--- src/rtl/rrseq_pkg.sv ---
`timescale 1ns/1ps
package rrseq_pkg;

    localparam int OP_HI = 15;
    localparam int OP_LO = 12;
    localparam int RD_HI = 11;
    localparam int RD_LO = 9;
    localparam int RS_HI = 2;
    localparam int RS_LO = 0;

    typedef enum logic [2:0] {
        K_ADD = 3'd0,
        K_SUB = 3'd1,
        K_AND = 3'd2,
        K_OR  = 3'd3,
        K_XOR = 3'd4,
        K_MOV = 3'd5,
        K_NOP = 3'd6
    } kind_e;

    typedef enum logic [1:0] {
        U_ARITH = 2'd0,
        U_LOGIC = 2'd1,
        U_MOVE  = 2'd2
    } unit_e;

    typedef enum logic [1:0] {
        L_AND = 2'd0,
        L_OR  = 2'd1,
        L_XOR = 2'd2
    } lsel_e;

    function automatic kind_e decode_kind(input logic [3:0] op);
        case (op)
            4'd0:    return K_ADD;
            4'd1:    return K_SUB;
            4'd2:    return K_AND;
            4'd3:    return K_OR;
            4'd4:    return K_XOR;
            4'd5:    return K_MOV;
            default: return K_NOP;
        endcase
    endfunction

    function automatic unit_e unit_of(input kind_e k);
        case (k)
            K_ADD, K_SUB:        return U_ARITH;
            K_AND, K_OR, K_XOR:  return U_LOGIC;
            default:             return U_MOVE;
        endcase
    endfunction

    function automatic lsel_e lsel_of(input kind_e k);
        case (k)
            K_OR:    return L_OR;
            K_XOR:   return L_XOR;
            default: return L_AND;
        endcase
    endfunction

endpackage

--- src/rtl/rrseq_imem.sv ---
`timescale 1ns/1ps
module rrseq_imem #(
    parameter int DEPTH = 256,
    parameter int WIDTH = 16,
    localparam int AW = $clog2(DEPTH)
) (
    input  logic             clk_i,
    input  logic             we_i,
    input  logic [AW-1:0]    waddr_i,
    input  logic [WIDTH-1:0] wdata_i,
    input  logic             re_i,
    input  logic [AW-1:0]    raddr_i,
    output logic [WIDTH-1:0] rdata_o
);

    logic [WIDTH-1:0] mem [DEPTH];
    logic [WIDTH-1:0] rdata_q;

    always_ff @(posedge clk_i) begin
        if (we_i) begin
            mem[waddr_i] <= wdata_i;
        end
    end

    always_ff @(posedge clk_i) begin
        if (re_i) begin
            rdata_q <= mem[raddr_i];
        end
    end

    assign rdata_o = rdata_q;

endmodule

--- src/rtl/rrseq_regfile.sv ---
`timescale 1ns/1ps
module rrseq_regfile #(
    parameter int XLEN = 32,
    parameter int NREG = 8,
    localparam int RIDX = $clog2(NREG)
) (
    input  logic                 clk_i,
    input  logic                 rst_i,
    input  logic                 we_i,
    input  logic [RIDX-1:0]      widx_i,
    input  logic [XLEN-1:0]      wdata_i,
    input  logic [RIDX-1:0]      ridx_a_i,
    input  logic [RIDX-1:0]      ridx_b_i,
    output logic [XLEN-1:0]      rdata_a_o,
    output logic [XLEN-1:0]      rdata_b_o,
    output logic [NREG*XLEN-1:0] flat_o
);

    logic [NREG-1:0][XLEN-1:0] view;

    for (genvar k = 0; k < NREG; k++) begin : g_ent
        localparam logic [XLEN-1:0] SEED = {(XLEN/4){4'(k + 1)}};
        logic [XLEN-1:0] ent_d;
        logic [XLEN-1:0] ent_q;

        always_comb begin
            ent_d = ent_q;
            if (we_i && (widx_i == RIDX'(k))) begin
                ent_d = wdata_i;
            end
            if (rst_i) begin
                ent_d = SEED;
            end
        end

        always_ff @(posedge clk_i) begin
            ent_q <= ent_d;
        end

        assign view[k] = ent_q;
    end

    assign rdata_a_o = view[ridx_a_i];
    assign rdata_b_o = view[ridx_b_i];
    assign flat_o    = view;

endmodule

--- src/rtl/rrseq_arith.sv ---
`timescale 1ns/1ps
module rrseq_arith #(
    parameter int XLEN = 32
) (
    input  logic [XLEN-1:0] a_i,
    input  logic [XLEN-1:0] b_i,
    input  logic            sub_i,
    output logic [XLEN-1:0] y_o
);

    logic [XLEN-1:0] b_eff;

    always_comb begin
        b_eff = sub_i ? ~b_i : b_i;
        y_o   = a_i + b_eff + XLEN'(sub_i);
    end

endmodule

--- src/rtl/rrseq_logic.sv ---
`timescale 1ns/1ps
module rrseq_logic
    import rrseq_pkg::*;
#(
    parameter int XLEN = 32
) (
    input  logic [XLEN-1:0] a_i,
    input  logic [XLEN-1:0] b_i,
    input  lsel_e           sel_i,
    output logic [XLEN-1:0] y_o
);

    always_comb begin
        case (sel_i)
            L_OR:    y_o = a_i | b_i;
            L_XOR:   y_o = a_i ^ b_i;
            default: y_o = a_i & b_i;
        endcase
    end

endmodule

--- src/rtl/rrseq_core.sv ---
`timescale 1ns/1ps
module rrseq_core
    import rrseq_pkg::*;
#(
    parameter int XLEN  = 32,
    parameter int NREG  = 8,
    parameter int DEPTH = 256,
    parameter int IW    = 16,
    localparam int RIDX = $clog2(NREG),
    localparam int AW   = $clog2(DEPTH)
) (
    input  logic                 clk_i,
    input  logic                 rst_i,
    input  logic                 imem_we_i,
    input  logic [AW-1:0]        imem_waddr_i,
    input  logic [IW-1:0]        imem_wdata_i,
    output logic                 fetch_o,
    output logic [AW-1:0]        fetch_pc_o,
    output logic                 retire_o,
    output logic                 retire_we_o,
    output logic [RIDX-1:0]      retire_rd_o,
    output logic [XLEN-1:0]      retire_val_o,
    output logic [NREG*XLEN-1:0] regs_o
);

    typedef struct packed {
        logic [1:0]      phase;
        logic [AW-1:0]   pc;
        // decode step
        logic            s2_v;
        // register read step
        logic            s3_v;
        kind_e           s3_kind;
        logic [RIDX-1:0] s3_rd;
        logic [RIDX-1:0] s3_rs;
        // operand select step
        logic            s4_v;
        kind_e           s4_kind;
        logic [RIDX-1:0] s4_rd;
        logic [XLEN-1:0] s4_rdv;
        logic [XLEN-1:0] s4_rsv;
        logic            s4_hit_rd;
        logic            s4_hit_rs;
        logic [XLEN-1:0] s4_fwd;
        // execute step
        logic            s5_v;
        kind_e           s5_kind;
        logic [RIDX-1:0] s5_rd;
        logic [XLEN-1:0] s5_a;
        logic [XLEN-1:0] s5_b;
        // result select step
        logic            s6_v;
        logic            s6_we;
        unit_e           s6_unit;
        logic [RIDX-1:0] s6_rd;
        logic [XLEN-1:0] s6_arith;
        logic [XLEN-1:0] s6_logic;
        logic [XLEN-1:0] s6_move;
        // writeback step
        logic            s7_v;
        logic            s7_we;
        logic [RIDX-1:0] s7_rd;
        logic [XLEN-1:0] s7_res;
    } pipe_t;

    pipe_t st_d;
    pipe_t st_q;

    logic            fetch;
    logic [IW-1:0]   iword;
    logic [XLEN-1:0] rf_a;
    logic [XLEN-1:0] rf_b;
    logic [XLEN-1:0] arith_y;
    logic [XLEN-1:0] logic_y;
    logic            wb_we;

    assign fetch = (st_q.phase == 2'd0);
    assign wb_we = st_q.s7_v & st_q.s7_we;

    rrseq_imem #(
        .DEPTH (DEPTH),
        .WIDTH (IW)
    ) u_imem (
        .clk_i   (clk_i),
        .we_i    (imem_we_i),
        .waddr_i (imem_waddr_i),
        .wdata_i (imem_wdata_i),
        .re_i    (fetch),
        .raddr_i (st_q.pc),
        .rdata_o (iword)
    );

    rrseq_regfile #(
        .XLEN (XLEN),
        .NREG (NREG)
    ) u_rf (
        .clk_i     (clk_i),
        .rst_i     (rst_i),
        .we_i      (wb_we),
        .widx_i    (st_q.s7_rd),
        .wdata_i   (st_q.s7_res),
        .ridx_a_i  (st_q.s3_rd),
        .ridx_b_i  (st_q.s3_rs),
        .rdata_a_o (rf_a),
        .rdata_b_o (rf_b),
        .flat_o    (regs_o)
    );

    rrseq_arith #(
        .XLEN (XLEN)
    ) u_arith (
        .a_i   (st_q.s5_a),
        .b_i   (st_q.s5_b),
        .sub_i (st_q.s5_kind == K_SUB),
        .y_o   (arith_y)
    );

    rrseq_logic #(
        .XLEN (XLEN)
    ) u_logic (
        .a_i   (st_q.s5_a),
        .b_i   (st_q.s5_b),
        .sel_i (lsel_of(st_q.s5_kind)),
        .y_o   (logic_y)
    );

    always_comb begin
        st_d = st_q;

        // issue control: one fetch per four cycles
        st_d.phase = st_q.phase + 2'd1;
        if (fetch) begin
            st_d.pc = st_q.pc + AW'(1);
        end
        st_d.s2_v = fetch;

        // decode: RAM word is valid one cycle after the fetch
        st_d.s3_v    = st_q.s2_v;
        st_d.s3_kind = decode_kind(iword[OP_HI:OP_LO]);
        st_d.s3_rd   = iword[RD_HI:RD_LO];
        st_d.s3_rs   = iword[RS_HI:RS_LO];

        // register read, with compare against the writeback step
        st_d.s4_v      = st_q.s3_v;
        st_d.s4_kind   = st_q.s3_kind;
        st_d.s4_rd     = st_q.s3_rd;
        st_d.s4_rdv    = rf_a;
        st_d.s4_rsv    = rf_b;
        st_d.s4_hit_rd = wb_we && (st_q.s7_rd == st_q.s3_rd);
        st_d.s4_hit_rs = wb_we && (st_q.s7_rd == st_q.s3_rs);
        st_d.s4_fwd    = st_q.s7_res;

        // operand select: forwarded value wins over register file
        st_d.s5_v    = st_q.s4_v;
        st_d.s5_kind = st_q.s4_kind;
        st_d.s5_rd   = st_q.s4_rd;
        st_d.s5_a    = st_q.s4_hit_rd ? st_q.s4_fwd : st_q.s4_rdv;
        st_d.s5_b    = st_q.s4_hit_rs ? st_q.s4_fwd : st_q.s4_rsv;

        // execute: every unit works, each result is registered
        st_d.s6_v     = st_q.s5_v;
        st_d.s6_we    = (st_q.s5_kind != K_NOP);
        st_d.s6_unit  = unit_of(st_q.s5_kind);
        st_d.s6_rd    = st_q.s5_rd;
        st_d.s6_arith = arith_y;
        st_d.s6_logic = logic_y;
        st_d.s6_move  = st_q.s5_b;

        // result select
        st_d.s7_v  = st_q.s6_v;
        st_d.s7_we = st_q.s6_we;
        st_d.s7_rd = st_q.s6_rd;
        case (st_q.s6_unit)
            U_ARITH: st_d.s7_res = st_q.s6_arith;
            U_LOGIC: st_d.s7_res = st_q.s6_logic;
            default: st_d.s7_res = st_q.s6_move;
        endcase

        if (rst_i) begin
            st_d = '0;
        end
    end

    always_ff @(posedge clk_i) begin
        st_q <= st_d;
    end

    assign fetch_o      = fetch & ~rst_i;
    assign fetch_pc_o   = st_q.pc;
    assign retire_o     = st_q.s7_v;
    assign retire_we_o  = wb_we;
    assign retire_rd_o  = st_q.s7_rd;
    assign retire_val_o = st_q.s7_res;

endmodule

--- config.mk ---
export PLATFORM = sky130hd
export DESIGN_NAME = rrseq_core
export DESIGN_NICKNAME = d
export VERILOG_FILES = /design/src/rtl/rrseq_pkg.sv /design/src/rtl/rrseq_imem.sv /design/src/rtl/rrseq_regfile.sv /design/src/rtl/rrseq_arith.sv /design/src/rtl/rrseq_logic.sv /design/src/rtl/rrseq_core.sv
export SDC_FILE = /design/constraint.sdc
export NUM_CORES = 2
export LEC_CHECK = 0
export BUFFER_PORTS_ARGS = -buffer_cell sky130_fd_sc_hd__buf_2
export CAP_MARGIN = 10
export CORE_MARGIN = 2
export CORE_UTILIZATION = 23
export DETAILED_ROUTE_END_ITERATION = 8
export GPL_ROUTABILITY_DRIVEN = 0
export MAX_ROUTING_LAYER = met4
export PLACE_DENSITY_LB_ADDON = 0.08
export SYNTH_ARGS = -nofsm -noshare
export SYNTH_HDL_FRONTEND = slang
export SYNTH_HIERARCHICAL = 1
export SYNTH_SLANG_ARGS = --single-unit
--- constraint.sdc ---
create_clock -name clk_i -period 9 [get_ports clk_i]
set_clock_uncertainty 0.05 [all_clocks]
set_input_delay 2.25 -clock clk_i [delete_from_list [all_inputs] [get_ports clk_i]]
set_output_delay 2.25 -clock clk_i [all_outputs]
set_load 0.01 [all_outputs]
==> After elaboration in Yosys (flattened, before gate mapping) <==
Memories as Yosys holds them, arrays and structs flattened. A register that Yosys moved wholly into a read port is not among the register bits.
Cells that the tools add are included.
{ "word_totals": {"ram_bits": 4096, "register_bits": 593, "inputBits": 27, "memories": 1, "output_inout_bits": 302} }
{ "mem_list": {"columns": ["name", "words", "width", "rd", "rd_clocked_by_memory_dff", "write_ports", "line_no", "text"], "rows": [
  ["u_imem.mem", 256, 16, 1, 1, 1, "rrseq_imem.sv:16", "logic [WIDTH-1:0] mem [DEPTH];"]
]} }
{ "classes": {"add_sub_neg": 4, "n_lt_le_gt_ge": 2, "reduce_logical": 17, "n_mux": 14, "n_bitwise": 7, "eq_ne": 22} }
{ "ops": {"columns": ["cell", "count"], "rows": [
  ["32-bit binary-select mux with 3-bit select", 2],
  ["32-bit two-way mux", 5],
  ["32-bit one-hot mux with 2 select lines", 2],
  ["32-bit by 1-bit adder with 32-bit output", 1],
  ["32-bit adder", 1],
  ["32-bit AND", 1],
  ["32-bit inverter", 1],
  ["32-bit bitwise OR", 1],
  ["32-bit XOR", 1],
  ["3-bit one-hot mux with 6 select lines", 1],
  ["3-bit == test (second input constant)", 5],
  ["3-bit by 2-bit == test with 1-bit output (second input constant)", 4],
  ["1-bit logical AND", 10],
  ["8-bit by 1-bit adder with 8-bit output (second input constant)", 1],
  ["4-bit by 2-bit == test with 1-bit output (second input constant)", 2],
  ["4-bit by 3-bit == test with 1-bit output (second input constant)", 2],
  ["3-bit by 4-bit less-than comparator with 1-bit output (second input constant)", 2],
  ["2-bit one-hot mux with 2 select lines", 2],
  ["3-bit by 1-bit == test with 1-bit output (second input constant)", 2],
  ["3-bit == test", 2],
  ["3-bit logical NOT", 2],
  ["2-bit by 1-bit == test with 1-bit output (second input constant)", 2],
  ["4-bit by 1-bit == test with 1-bit output (second input constant)", 1],
  ["2-bit logical NOT", 2],
  ["other kinds (9)", 11]
]} }

==> Depth between registers and ports, before layout <==
{ "depth": {"depth_word": 4, "depth_mapped": 15, "depth_no_buf": 12} }

==> By module <==
Netlist, hierarchy kept.
{ "by_module_without_submodules": {"columns": ["module", "cells_each", "area_per_inst_um2", "seq_area_each_um2", "n_inst"], "rows": [
  ["rrseq_imem", 7360, 158874.9, 123478.4, 1],
  ["rrseq_regfile", 1391, 13581.8, 5124.9, 1],
  ["rrseq_core", 939, 10769.1, 6746.5, 1],
  ["rrseq_arith", 262, 2008.2, 0.0, 1],
  ["rrseq_logic", 273, 1879.3, 0.0, 1]
]} }

==> Worst setup path after synthesis <==
OpenSTA, ideal clock, no wires.
{ "synth_path": {"kind": "input port to output port", "startpoint": "in rst_i", "endpoint": "out fetch_o", "cell_stages": 3, "t_arrival_ns": 2.794, "path_slack_ns": 3.906, "required_time_ns": 6.700, "cell_sequence": "buf_2 > buf_1 > nor2b_1"} }
{ "synth_via": {"elab_chain_len": 2} }
{ "synth_rtl": {"columns": ["item", "line_no", "text"], "rows": [
  ["start: declaration", "rrseq_core.sv:13", "input logic rst_i,"],
  ["1-bit inverter", "rrseq_core.sv:188", "assign fetch_o = fetch & ~rst_i;"],
  ["1-bit AND", "rrseq_core.sv:188", null],
  ["end: declaration", "rrseq_core.sv:17", "output logic fetch_o,"]
]} }
Every way passes these cells.

==> Worst setup path after layout <==
{ "layout_path": {"startpoint": "reg st_q (netlist bit fetch_pc_o[0])", "endpoint": "out fetch_pc_o[0]"} }
{ "layout_rtl": {"columns": ["item", "line_no", "text"], "rows": [
  ["start: declaration", "rrseq_core.sv:67", "pipe_t st_q;"],
  ["start signal: assignment", "rrseq_core.sv:185", "st_q <= st_d;"],
  ["end: declaration", "rrseq_core.sv:18", "output logic [AW-1:0] fetch_pc_o,"]
]} }
No word-level cell between the ends.

==> run summary <==
## Timing
* **number of max-slew violations in the final report** 0
* **accumulated negative setup slack** 0 ps
* **share of the clock period used by the worst path** 0.609
* **final setup vio count** 0
* **Achievable Freq** 0.183 GHz
* **final worst path period need** 5480 ps
* **setup repair after global routing missed its margin** no
* **transition time at the pin with the least slew margin** 1280 ps
* **hold violation count in the final report** 0
* **Slew HR** 0.146

## Finish
* **share of cells above drive strength 1** 0.221
* **area used by sequential logic in the layout** 89,100 um^2
* **top library cells by usage in the layout, fill and taps aside** sky130_fd_sc_hd__edfxtp_1 (2,570), sky130_fd_sc_hd__nand2_1 (595), sky130_fd_sc_hd__dfxtp_1 (577)
* **Layout fillers** 56,600
* **layout net count** 8,092
* **non-filler cells, final** 15,800
* **commonest non-fill, non-tap cell in the layout** sky130_fd_sc_hd__edfxtp_1
* **area delta synth->final** 16.6%
* **multi-input gate area in the final layout** 35,600 um^2

## Clocking
* **TritonCTS clock tree** built
* **number of gates given a new drive strength after cts** 0
* **number of hold-repair buffers added at the cts stage** 0
* **number of clock buffers inserted by TritonCTS** 385
* **number of sinks handled by clock tree synthesis** 3,163
* **number of buffers added for setup after CTS** 0
* **library cell used as clock root buffer** sky130_fd_sc_hd__clkbuf_16
* **clk_lat worst skew** 1010 ps
* **maximum clock insertion buffer count** 4
* **# H-tree levels** 5
* **clock transition at the registers of the reported paths** 60 ps

## Die
* **Horiz. Die Dim** 753 um
* **starting density of the core** 0.231
* **site row count** 275
* **area inside the core boundary** 560,000 um^2
* **number of placed I/O pins** 329
* **Chip Height** 753 um
* **die area** 567,000 um^2

## Power
* **leakage power summed over all cells** 48.0 nW
* **switching part of the total** 0.248
* **Internal Dissipation** 26.2 mW
* **total power** 34.9 mW
* **power spent charging and discharging nets** 8.66 mW
* **share of power burned in combinational logic** 0.099
* **IR Drop Worst-Case VDD** 0.152 mV
* **Clk pwr share** 0.441
* **part of the total power dissipated in sequential elements** 0.460
* **Power per Cell Area** 232 nW/um^2

## Critical path
* **Worst Setup End Kind** primary output
* **Worst EP required** 6700 ps
* **category of the most critical setup path** flop to primary output
* **CP Data Arrival Time** 3180 ps
* **cell with the largest stage delay on the worst path** sky130_fd_sc_hd__dfxtp_4
* **maximum net fanout on the critical path** 66
* **critical path startpoint category** flop
* **Critical Path, Cell by Cell** buf_12 -> buf_4 -> buf_2
* **buffer and inverter count on the worst path** 3
* **largest delay contributor family on the critical path** buffers and inverters
* **slowest cell delay on critical path** 970 ps

## Detailed routing
* **number of design rule violations left after detail routing** 0
* **antenna viol nets, final** 0
* **uppermost signal routing layer after detailed routing** met4
* **Pre-antenna DRT Iters** 6
* **DR vias/cell** 4.47
* **aggregate routed wire length** 473,000 um
* **Routed wire per std cell** 30.0 um
* **detailed route wirelength on metal2** 226,000 um
* **DRT iter0 DRCs** 5,781
* **met3 WL** 22,600 um
* **Vias** 70,500
* **total routed wire length on the met1 layer** 213,000 um

## Logic synthesis
* **synthesized instance count** 7,767
* **net count of the mapped netlist** 7,894
* **per-instance average area after synthesis** 16.6 um^2
* **YS warnings** 6
* **post-synth design cell area** 129,000 um^2

## GRT
* **number of antenna violations at the first check in global routing** 45
* **largest net degree at the start of global routing** 165
* **number of global-route vias before repair** 71,300
* **first-pass GRT wire length** 640,000 um
* **GRT Residual Overflow** 0
* **GRT Resource Usage Total** 0.166

## Placement
* **estimated wirelength of the detail-placed design** 300,000 um
* **placed instance count** 15,100
* **number of input and output port buffers inserted** 322

## Job
* **number of max-cap violations** 0

## Hold path
* **HP Class** flop to flop

## Run status
* **run status** finished clean

-- registers in the layout (all words and copies together), names as in the netlist --
signal,count
u_imem/rdata_o,10
retire_o,1
st_q,293
u_rf/g_ent.ent_q,256
retire_val_o,32
u_imem/mem,2560
fetch_pc_o,8
retire_rd_o,3
-- power by group through the flow --
stage,combinational [mW],sequential [mW],clock [mW]
final,3.44,16.1,15.4
after global routing,3.67,16.1,16.5
after CTS,3.57,16.1,15.9
after detailed placement,3.56,16.4,0
after global placement,3.56,16.4,0
after floorplan,2.33,16.3,0
-- path summary, 6_finish.rpt --
check	start	to	slack, ps	cells past startpoint
worst max register to register	fetch_pc_o[1]	u_imem/rdata_o[12]	3830	8
worst min-delay path	st_q[335]	st_q[335]	360	1
worst max-delay path	fetch_pc_o[0]	fetch_pc_o[0]	3520	3
worst min register to register	st_q[335]	st_q[335]	360	1
-- per-stage QoR --
stage	area [um^2]	setup slack [ps]	utilization	hold slack, ps
finish	150000	3520	0.269	360
global route	150000	3220	0.269	391
CTS	150000	3180	0.269	361
detailed placement	138000	2680	0.246	352
global placement	138000	2690	0.246	356
floorplan	129000	3910	-	343
-- cell type report --
cell class | instances | area share
clock inverter | 215 | 0.0143
timing repair buffer | 543 | 0.0244
sequential | 3163 | 0.592
multi-input combinational | 3791 | 0.237
antenna | 36 | 0.000599
inverter | 81 | 0.00207
clock buffer | 489 | 0.0678
tap | 7479 | 0.0622
-- metal layers --
| metal | GRT usage | vias up |
|---|---|---|
| met4 | 0.0379 | 0 |
| met2 | 0.270 | 1787 |
| met5 | - | - |
| met1 | 0.219 | 37800 |
| li1 | - | 30500 |
| met3 | 0.0259 | 531 |
No activity file was read; power rests on OpenSTA's default activity.
